## src/rtl/sdr_maint_pkg.sv

```systemverilog
package sdr_maint_pkg;

    typedef enum logic [2:0] {
        CMD_NOP       = 3'd0,
        CMD_PRE_ALL   = 3'd1,
        CMD_AUTO_REF  = 3'd2,
        CMD_LOAD_MODE = 3'd3,
        CMD_SR_ENTER  = 3'd4,
        CMD_SR_EXIT   = 3'd5
    } sdr_cmd_e;

    typedef enum logic [2:0] {
        OP_PWRUP     = 3'd0,
        OP_REFRESH   = 3'd1,
        OP_PRECHARGE = 3'd2,
        OP_SR_ENTER  = 3'd3,
        OP_SR_EXIT   = 3'd4
    } maint_op_e;

    // number of commands in each maintenance sequence
    function automatic logic [2:0] op_len(input maint_op_e op);
        case (op)
            OP_PWRUP:     op_len = 3'd4;
            OP_REFRESH:   op_len = 3'd2;
            OP_PRECHARGE: op_len = 3'd1;
            OP_SR_ENTER:  op_len = 3'd2;
            OP_SR_EXIT:   op_len = 3'd1;
            default:      op_len = 3'd0;
        endcase
    endfunction

    // command issued at a given step of a sequence
    function automatic sdr_cmd_e op_step_cmd(input maint_op_e op, input logic [2:0] step);
        op_step_cmd = CMD_NOP;
        case (op)
            OP_PWRUP: begin
                case (step)
                    3'd0:    op_step_cmd = CMD_PRE_ALL;
                    3'd1:    op_step_cmd = CMD_AUTO_REF;
                    3'd2:    op_step_cmd = CMD_AUTO_REF;
                    3'd3:    op_step_cmd = CMD_LOAD_MODE;
                    default: op_step_cmd = CMD_NOP;
                endcase
            end
            OP_REFRESH:   op_step_cmd = (step == 3'd0) ? CMD_PRE_ALL : CMD_AUTO_REF;
            OP_PRECHARGE: op_step_cmd = CMD_PRE_ALL;
            OP_SR_ENTER:  op_step_cmd = (step == 3'd0) ? CMD_PRE_ALL : CMD_SR_ENTER;
            OP_SR_EXIT:   op_step_cmd = CMD_SR_EXIT;
            default:      op_step_cmd = CMD_NOP;
        endcase
    endfunction

endpackage

```

## src/rtl/sdr_refresh_timer.sv

```systemverilog
module sdr_refresh_timer #(
    parameter int REF_W = 16
) (
    input  logic             clk,
    input  logic             rst_n,
    input  logic [REF_W-1:0] period,
    input  logic             reload,
    output logic             tick
);

    typedef struct packed {
        logic [REF_W-1:0] cnt;
    } tmr_s;

    tmr_s st_d, st_q;
    logic [REF_W:0] cnt_inc;

    always_comb begin
        st_d    = st_q;
        cnt_inc = {1'b0, st_q.cnt} + {{REF_W{1'b0}}, 1'b1};
        tick    = (cnt_inc >= {1'b0, period});
        if (reload || tick) begin
            st_d.cnt = '0;
        end else begin
            st_d.cnt = cnt_inc[REF_W-1:0];
        end
    end

    always_ff @(posedge clk or negedge rst_n) begin
        if (!rst_n) st_q <= '0;
        else        st_q <= st_d;
    end

    // the interval count restarts on every reload
    assert_reload_clears_R7: assert property (@(posedge clk) disable iff (!rst_n)
        reload |=> (st_q.cnt == '0));

endmodule

```

## src/rtl/sdr_twr_guard.sv

```systemverilog
module sdr_twr_guard #(
    parameter int TWR_W = 2
) (
    input  logic             clk,
    input  logic             rst_n,
    input  logic             wr_done,
    input  logic [TWR_W-1:0] twr_cfg,
    output logic             pre_ok
);

    typedef struct packed {
        logic [TWR_W-1:0] cnt;
    } grd_s;

    grd_s st_d, st_q;
    logic [TWR_W-1:0] twr_eff;

    always_comb begin
        st_d    = st_q;
        twr_eff = (twr_cfg == '0) ? TWR_W'(1) : twr_cfg;
        if (wr_done) begin
            st_d.cnt = twr_eff;
        end else if (st_q.cnt != '0) begin
            st_d.cnt = st_q.cnt - 1'b1;
        end
        pre_ok = (st_q.cnt == '0);
    end

    always_ff @(posedge clk or negedge rst_n) begin
        if (!rst_n) st_q <= '0;
        else        st_q <= st_d;
    end

    // a write beat always closes the precharge window on the next cycle
    assert_wr_blocks_pre_R10: assert property (@(posedge clk) disable iff (!rst_n)
        wr_done |=> !pre_ok);

endmodule

```

## src/rtl/sdr_maint_fsm.sv

```systemverilog
module sdr_maint_fsm
    import sdr_maint_pkg::*;
#(
    parameter int GAP_CYC = 2
) (
    input  logic     clk,
    input  logic     rst_n,
    input  logic     cfg_wr,
    input  logic     cfg_pwrup,
    input  logic     cfg_selfref,
    input  logic     cfg_force_ref,
    input  logic     cfg_force_pre,
    input  logic     ref_off,
    input  logic     ref_tick,
    input  logic     acc_req,
    input  logic     xfer_busy,
    input  logic     pre_ok,
    output sdr_cmd_e cmd,
    output logic     acc_grant,
    output logic     ref_reload
);

    localparam int GAP_W = (GAP_CYC < 1) ? 1 : $clog2(GAP_CYC + 1);

    typedef struct packed {
        logic             running;
        maint_op_e        op;
        logic [2:0]       step;
        logic [GAP_W-1:0] gap;
        sdr_cmd_e         cmd;
        logic             pwr_armed;
        logic             sr_req;
        logic             in_sr;
        logic             pend_ref;
        logic             pend_pre;
    } fsm_s;

    fsm_s     st_d, st_q;
    sdr_cmd_e step_cmd;
    logic     start;
    maint_op_e start_op;

    always_comb begin
        st_d       = st_q;
        st_d.cmd   = CMD_NOP;
        ref_reload = 1'b0;
        start      = 1'b0;
        start_op   = OP_PRECHARGE;
        step_cmd   = op_step_cmd(st_q.op, st_q.step);

        acc_grant = acc_req && !st_q.running && !st_q.in_sr && !st_q.pwr_armed
                    && !st_q.pend_ref && !st_q.pend_pre && !st_q.sr_req;

        if (!st_q.running) begin
            if (!xfer_busy) begin
                if (st_q.in_sr) begin
                    if (acc_req) begin
                        start    = 1'b1;
                        start_op = OP_SR_EXIT;
                    end
                end else if (st_q.pwr_armed && acc_req) begin
                    start          = 1'b1;
                    start_op       = OP_PWRUP;
                    st_d.pwr_armed = 1'b0;
                end else if (st_q.pend_pre) begin
                    start         = 1'b1;
                    start_op      = OP_PRECHARGE;
                    st_d.pend_pre = 1'b0;
                end else if (st_q.pend_ref) begin
                    start         = 1'b1;
                    start_op      = OP_REFRESH;
                    st_d.pend_ref = 1'b0;
                end else if (st_q.sr_req) begin
                    start       = 1'b1;
                    start_op    = OP_SR_ENTER;
                    st_d.sr_req = 1'b0;
                end
            end
            if (start) begin
                st_d.running = 1'b1;
                st_d.op      = start_op;
                st_d.step    = 3'd0;
                st_d.gap     = '0;
            end
        end else if (st_q.gap != '0) begin
            st_d.gap = st_q.gap - 1'b1;
        end else if (st_q.step == op_len(st_q.op)) begin
            st_d.running = 1'b0;
        end else if ((step_cmd != CMD_PRE_ALL) || pre_ok) begin
            st_d.cmd  = step_cmd;
            st_d.step = st_q.step + 3'd1;
            st_d.gap  = GAP_W'(GAP_CYC);
            if (step_cmd == CMD_AUTO_REF) ref_reload = 1'b1;
            if (step_cmd == CMD_SR_ENTER) st_d.in_sr = 1'b1;
            if (step_cmd == CMD_SR_EXIT)  st_d.in_sr = 1'b0;
        end

        // new requests are captured last so a same-cycle write is never lost
        if (ref_tick && !ref_off && !st_q.in_sr) st_d.pend_ref = 1'b1;
        if (cfg_wr) begin
            if (cfg_pwrup)     st_d.pwr_armed = 1'b1;
            if (cfg_selfref)   st_d.sr_req    = 1'b1;
            if (cfg_force_ref) st_d.pend_ref  = 1'b1;
            if (cfg_force_pre) st_d.pend_pre  = 1'b1;
        end
    end

    always_ff @(posedge clk or negedge rst_n) begin
        if (!rst_n) st_q <= '0;
        else        st_q <= st_d;
    end

    assign cmd = st_q.cmd;

    // every command is followed by at least one NOP
    assert_nop_after_cmd_R2: assert property (@(posedge clk) disable iff (!rst_n)
        (cmd != CMD_NOP) |=> (cmd == CMD_NOP));

    // only defined command codes leave the block
    assert_legal_code_R2: assert property (@(posedge clk) disable iff (!rst_n)
        (cmd <= CMD_SR_EXIT));

    // the bus is quiet whenever an access is granted
    assert_grant_quiet_R12: assert property (@(posedge clk) disable iff (!rst_n)
        acc_grant |-> (cmd == CMD_NOP));

    // a granted access never coincides with a sequence start
    assert_grant_vs_start_R12: assert property (@(posedge clk) disable iff (!rst_n)
        acc_grant |=> !st_q.running);

endmodule

```

## src/rtl/sdr_maint_seq.sv

```systemverilog
module sdr_maint_seq
    import sdr_maint_pkg::*;
#(
    parameter int REF_W   = 16,
    parameter int GAP_CYC = 2,
    parameter int TWR_W   = 2
) (
    input  logic             clk,
    input  logic             rst_n,
    input  logic             cfg_wr,
    input  logic             cfg_pwrup,
    input  logic             cfg_selfref,
    input  logic             cfg_force_ref,
    input  logic             cfg_force_pre,
    input  logic             cfg_ref_off,
    input  logic [TWR_W-1:0] cfg_twr,
    input  logic [REF_W-1:0] ref_period,
    input  logic             acc_req,
    input  logic             xfer_busy,
    input  logic             wr_done,
    output logic [2:0]       sdr_cmd,
    output logic             acc_grant
);

    logic     ref_tick;
    logic     ref_reload;
    logic     pre_ok;
    sdr_cmd_e cmd_w;

    sdr_refresh_timer #(.REF_W(REF_W)) u_timer (
        .clk    (clk),
        .rst_n  (rst_n),
        .period (ref_period),
        .reload (ref_reload),
        .tick   (ref_tick)
    );

    sdr_twr_guard #(.TWR_W(TWR_W)) u_twr (
        .clk     (clk),
        .rst_n   (rst_n),
        .wr_done (wr_done),
        .twr_cfg (cfg_twr),
        .pre_ok  (pre_ok)
    );

    sdr_maint_fsm #(.GAP_CYC(GAP_CYC)) u_fsm (
        .clk           (clk),
        .rst_n         (rst_n),
        .cfg_wr        (cfg_wr),
        .cfg_pwrup     (cfg_pwrup),
        .cfg_selfref   (cfg_selfref),
        .cfg_force_ref (cfg_force_ref),
        .cfg_force_pre (cfg_force_pre),
        .ref_off       (cfg_ref_off),
        .ref_tick      (ref_tick),
        .acc_req       (acc_req),
        .xfer_busy     (xfer_busy),
        .pre_ok        (pre_ok),
        .cmd           (cmd_w),
        .acc_grant     (acc_grant),
        .ref_reload    (ref_reload)
    );

    assign sdr_cmd = cmd_w;

    // ordering and write-recovery observers on the command port
    logic [3:0] since_wr_q;
    logic [2:0] last_cmd_q;
    logic [3:0] twr_need;

    always_ff @(posedge clk or negedge rst_n) begin
        if (!rst_n) begin
            since_wr_q <= 4'hF;
            last_cmd_q <= CMD_NOP;
        end else begin
            if (wr_done)                since_wr_q <= 4'd0;
            else if (since_wr_q != 4'hF) since_wr_q <= since_wr_q + 4'd1;
            if (sdr_cmd != CMD_NOP)     last_cmd_q <= sdr_cmd;
        end
    end

    always_comb begin
        twr_need = (cfg_twr == '0) ? 4'd2 : (4'(cfg_twr) + 4'd1);
    end

    assert_twr_spacing_R10: assert property (@(posedge clk) disable iff (!rst_n)
        (sdr_cmd == CMD_PRE_ALL) |-> (since_wr_q >= twr_need));

    assert_ref_after_pre_R5: assert property (@(posedge clk) disable iff (!rst_n)
        (sdr_cmd == CMD_AUTO_REF) |-> (last_cmd_q == CMD_PRE_ALL || last_cmd_q == CMD_AUTO_REF));

    assert_mode_after_ref_R3: assert property (@(posedge clk) disable iff (!rst_n)
        (sdr_cmd == CMD_LOAD_MODE) |-> (last_cmd_q == CMD_AUTO_REF));

    assert_sr_entry_after_pre_R8: assert property (@(posedge clk) disable iff (!rst_n)
        (sdr_cmd == CMD_SR_ENTER) |-> (last_cmd_q == CMD_PRE_ALL));

    assert_sr_exit_after_entry_R9: assert property (@(posedge clk) disable iff (!rst_n)
        (sdr_cmd == CMD_SR_EXIT) |-> (last_cmd_q == CMD_SR_ENTER));

    assert_no_grant_in_sr_R9: assert property (@(posedge clk) disable iff (!rst_n)
        (last_cmd_q == CMD_SR_ENTER) |-> !acc_grant);

endmodule

```

## config.mk

```make
export PLATFORM = sky130hd
export DESIGN_NAME = sdr_maint_seq
export DESIGN_NICKNAME = d
export VERILOG_FILES = /design/src/rtl/sdr_maint_pkg.sv /design/src/rtl/sdr_refresh_timer.sv /design/src/rtl/sdr_twr_guard.sv /design/src/rtl/sdr_maint_fsm.sv /design/src/rtl/sdr_maint_seq.sv
export SDC_FILE = /design/constraint.sdc
export NUM_CORES = 1
export LEC_CHECK = 0
export ABC_AREA = 1
export BUFFER_PORTS_ARGS = -buffer_cell sky130_fd_sc_hd__buf_2
export CAP_MARGIN = 25
export CORE_MARGIN = 2
export CORE_UTILIZATION = 45
export DETAILED_ROUTE_END_ITERATION = 16
export GPL_TIMING_DRIVEN = 0
export SYNTH_ARGS = -nofsm -noshare
export SYNTH_HDL_FRONTEND = slang
export SYNTH_SLANG_ARGS = --single-unit
```

## constraint.sdc

```tcl
create_clock -name clk -period 6.4 [get_ports clk]
set_input_delay 0.64 -clock clk [delete_from_list [all_inputs] [get_ports clk]]
set_output_delay 0.64 -clock clk [all_outputs]
set_load 0.05 [all_outputs]
```

==> metrics.log <==
INFO  metric status = completed
INFO  metric dr.first_iter.drc_count = 88
INFO  metric timing.rr.start = u_timer.st_q[0]
INFO  metric ys_dominant_reg_cell = sky130_fd_sc_hd__dfrtp_1
INFO  metric num_vias = 2201
INFO  metric finalNonFillerCells = about 460
INFO  metric dpl_cell_area = 2790 um2
INFO  metric port-buffer-count = 32
INFO  metric synth_async_sr_flop_share = 100%
INFO  metric die_height = between 70 and 80 um
INFO  metric mostFrequentLayoutCells = 80 x sky130_fd_sc_hd__nand2_1, 72 x sky130_fd_sc_hd__inv_1, 35 x sky130_fd_sc_hd__nor2_1, 35 x sky130_fd_sc_hd__dfrtp_1, 32 x sky130_fd_sc_hd__buf_2
INFO  metric core_footprint = 5470 um2
INFO  metric num-nets-final = 437
INFO  metric setup-violations-final = 0
INFO  metric aggregate_global_routing_overflow = 0
INFO  metric final_setup_skew = between 4 and 5 ps
INFO  metric grt_max_degree = 36
INFO  metric grt_setup_unrepaired = false
INFO  metric final_worst_setup_slack = 3340 ps
INFO  metric worst_slew_pin_slew = 795 ps
INFO  metric reg2reg_depth = 16
INFO  metric multi_input_area = between 1000 and 1500 um2
INFO  metric worst-endpoint-required = 6580 ps
INFO  metric syn_area_per_cell = 7.33 um2
INFO  metric die_w = 79.1 um
INFO  metric sequential_cell_area = 876 um2
INFO  metric post_route_cells_drive_above_1_share = 17.4%
INFO  metric pwr_density_cell = approximately 370 nW/um2
INFO  metric cts_max_path_buffers = 2
INFO  metric num_rows = 27
INFO  metric layout.core_utilization = 52.8%
INFO  metric vdd.ir_drop.worst = roughly 240 uV
INFO  metric setup.worst_path.start_class = flip-flop
INFO  metric drv_slew = 0
INFO  metric place.detailed.instances = 450
INFO  metric numCtsBuffers = 5
INFO  metric cts_setup_buffers = 0
INFO  metric clock_insertion_delay_worst_skew = 290 ps
INFO  metric maxCapViolCount = 0
INFO  metric holdWs = roughly 430 ps
INFO  metric ctsRootBufferMaster = sky130_fd_sc_hd__clkbuf_8
INFO  metric post-route-min-period = around 3100 ps
INFO  metric grt_pass1_wl = 8.80 mm
INFO  metric worst_setup_path_startpoint = u_timer.st_q[0]
INFO  metric synth_seq_area_share = 34.6%
INFO  metric holdCritPathClass = in2async
INFO  metric floorplan.die_area = 6250 um2
INFO  metric synth-edff-count = 0
INFO  metric grt_util_all_layers = a little under a fifth
INFO  metric synth.distinct_cells = 34
INFO  metric antenna_found_initial = 0
INFO  metric wl_per_cell = 10.9 um
INFO  metric leakage = 1.66 nW
INFO  metric pre_cts_ws = 3410 ps
INFO  metric detail_route.wirelength = ~5 mm
INFO  metric synthesis.nets = 398
INFO  metric first_global_vias = 2081
INFO  metric synth-seq-cells = 35
INFO  metric ctsResizeCount = 0
INFO  metric totalNegativeSetupSlack = 0 ps
INFO  metric hold_viol = 0
INFO  metric critPathMaxFanout = 10
INFO  metric n_antenna_cell = 0
INFO  metric initial_utilization = 46.3%
INFO  metric route.detailed.vias_per_inst = 4.81
INFO  metric io-pin-count = 33
INFO  metric critical_path_arrival = 3240 ps
INFO  metric reg2reg_to = u_timer.st_q[12]
INFO  metric design_area = 2890 um2
INFO  metric layout_commonest_cell = sky130_fd_sc_hd__nand2_1
INFO  metric maxSlewHeadroom = between 40 and 50%
INFO  metric post-dp-hpwl = 4.00 mm
INFO  metric syn-instance-count = 346
INFO  metric rrSetupSlack = ~3300 ps
INFO  metric globalplace.congestion = 0.785
INFO  metric drt_pre_antenna_iters = 4
INFO  metric drc = 0
INFO  metric yosysWarnings = 0
INFO  metric clock_transition_at_the_registers_of_the_reported_paths = 70 ps
INFO  metric max_clock_freq = 327 MHz
INFO  metric detail-route-antenna-nets = 0
INFO  metric design_power_total = between 1 and 1.5 mW
INFO  metric post_synth_instance_area = around 2500 um2
INFO  metric endpoint = u_timer.st_q[12]
INFO  metric tritoncts = yes
INFO  metric post_cts_hold_buffer_count = 0
INFO  metric endpoint_kind = flip-flop
INFO  metric clock_sink_count = 35
INFO  metric fill_cell_total_of_the_finished_layout = 568
INFO  metric area.growth.synth_to_final = 14.0%
INFO  metric timing.final.crit_share = a little under half
INFO  metric htree_levels = 2
INFO  metric critPathKind = reg2reg
[worst min path at each step]
stage / start / end / slack (ps) / cells after the start
5_1_grt: rst_n / u_timer.st_q[3] / 500 / 1
6_report: rst_n / u_timer.st_q[7] / 430 / 1
2_1_floorplan: rst_n / u_fsm.cmd[0] / 340 / 0
4_1_cts: rst_n / u_timer.st_q[3] / 450 / 1
3_3_place_gp: u_fsm.st_q[12] / u_fsm.st_q[12] / 460 / 2
3_5_place_dp: u_fsm.st_q[12] / u_fsm.st_q[12] / 460 / 2
[layer usage]
layer	vias to the layer above	share of wire (%)	global-route usage, %
met5	-	0	0
met4	0	2.1	6.38
met3	10	2.5	4.43
met2	29	50	31.9
met1	991	46	21.3
li1	1171	-	-
[sequential cells by signal (all words and copies together) (netlist names)]
| name | cells |
|---|---|
| u_fsm.cmd | 3 |
| u_fsm.st_q | 14 |
| u_timer.st_q | 16 |
| u_twr.st_q | 2 |
[cell families after synthesis]
| group | after synthesis | share of synthesized area, % |
|---|---|---|
| AND/OR/NAND/NOR | 164 | 30.2 |
| buffers and inverters | 78 | 12.3 |
| AO/OA/AOI/OAI | 39 | 9.23 |
| flip-flops | 35 | 34.6 |
| adder cells (fa/ha/maj) | 23 | 11.4 |
| XOR/XNOR | 7 | 2.42 |
[worst max-delay path: stages, from the launching register on]
cell and delay (ps):
sky130_fd_sc_hd__dfrtp_1 430, sky130_fd_sc_hd__nand4_1 170, sky130_fd_sc_hd__nor2_1 280, sky130_fd_sc_hd__nand2_1 160, sky130_fd_sc_hd__nor2_1 140, sky130_fd_sc_hd__nand4_1 180
sky130_fd_sc_hd__nor2_1 130, sky130_fd_sc_hd__nand2_1 50, sky130_fd_sc_hd__nand2_1 80, sky130_fd_sc_hd__inv_1 40, sky130_fd_sc_hd__ha_1 340, sky130_fd_sc_hd__nand4_1 120
sky130_fd_sc_hd__nor4_1 260, sky130_fd_sc_hd__nand2_1 140, sky130_fd_sc_hd__nand4_4 160, sky130_fd_sc_hd__buf_6 200, sky130_fd_sc_hd__nor2_2 50
[cell type report]
| class | count | share of cell area (%) |
|---|---|---|
| Clock buffer | 7 | 3.33 |
| Timing Repair Buffer | 32 | 5.54 |
| Tap cell | 72 | 3.12 |
| Sequential cell | 35 | 30.3 |
| Clock inverter | 1 | 0.260 |
| Buffer | 4 | 1.17 |
| Multi-Input combinational cell | 233 | 46.6 |
| Inverter | 74 | 9.61 |
[where the power goes]
group	internal (mW)	leakage (nW)	switching [mW]	total [mW]
Clock	0.0979	0.0505	0.0819	0.180
Sequential	0.290	0.436	0.0618	0.352
Combinational	0.196	1.17	0.335	0.532
[cell usage after synthesis (3+ instances only)]
library cell              count  area [um2]
sky130_fd_sc_hd__a21oi_1     11        55.1
sky130_fd_sc_hd__buf_4        3        22.5
sky130_fd_sc_hd__dfrtp_1     35         876
sky130_fd_sc_hd__ha_1        23         288
sky130_fd_sc_hd__inv_1       72         270
sky130_fd_sc_hd__nand2_1     80         300
sky130_fd_sc_hd__nand3_1     11        55.1
sky130_fd_sc_hd__nand3_2      3        30.0
sky130_fd_sc_hd__nand4_1     13        81.3
sky130_fd_sc_hd__nor2_1      35         131
sky130_fd_sc_hd__nor2_2       9        56.3
sky130_fd_sc_hd__nor2_4       3        33.8
sky130_fd_sc_hd__nor3_1       3        15.0
sky130_fd_sc_hd__o21ai_0     14        70.1
sky130_fd_sc_hd__xor2_1       6        52.6
No activity file was read; power rests on OpenSTA's default activity.
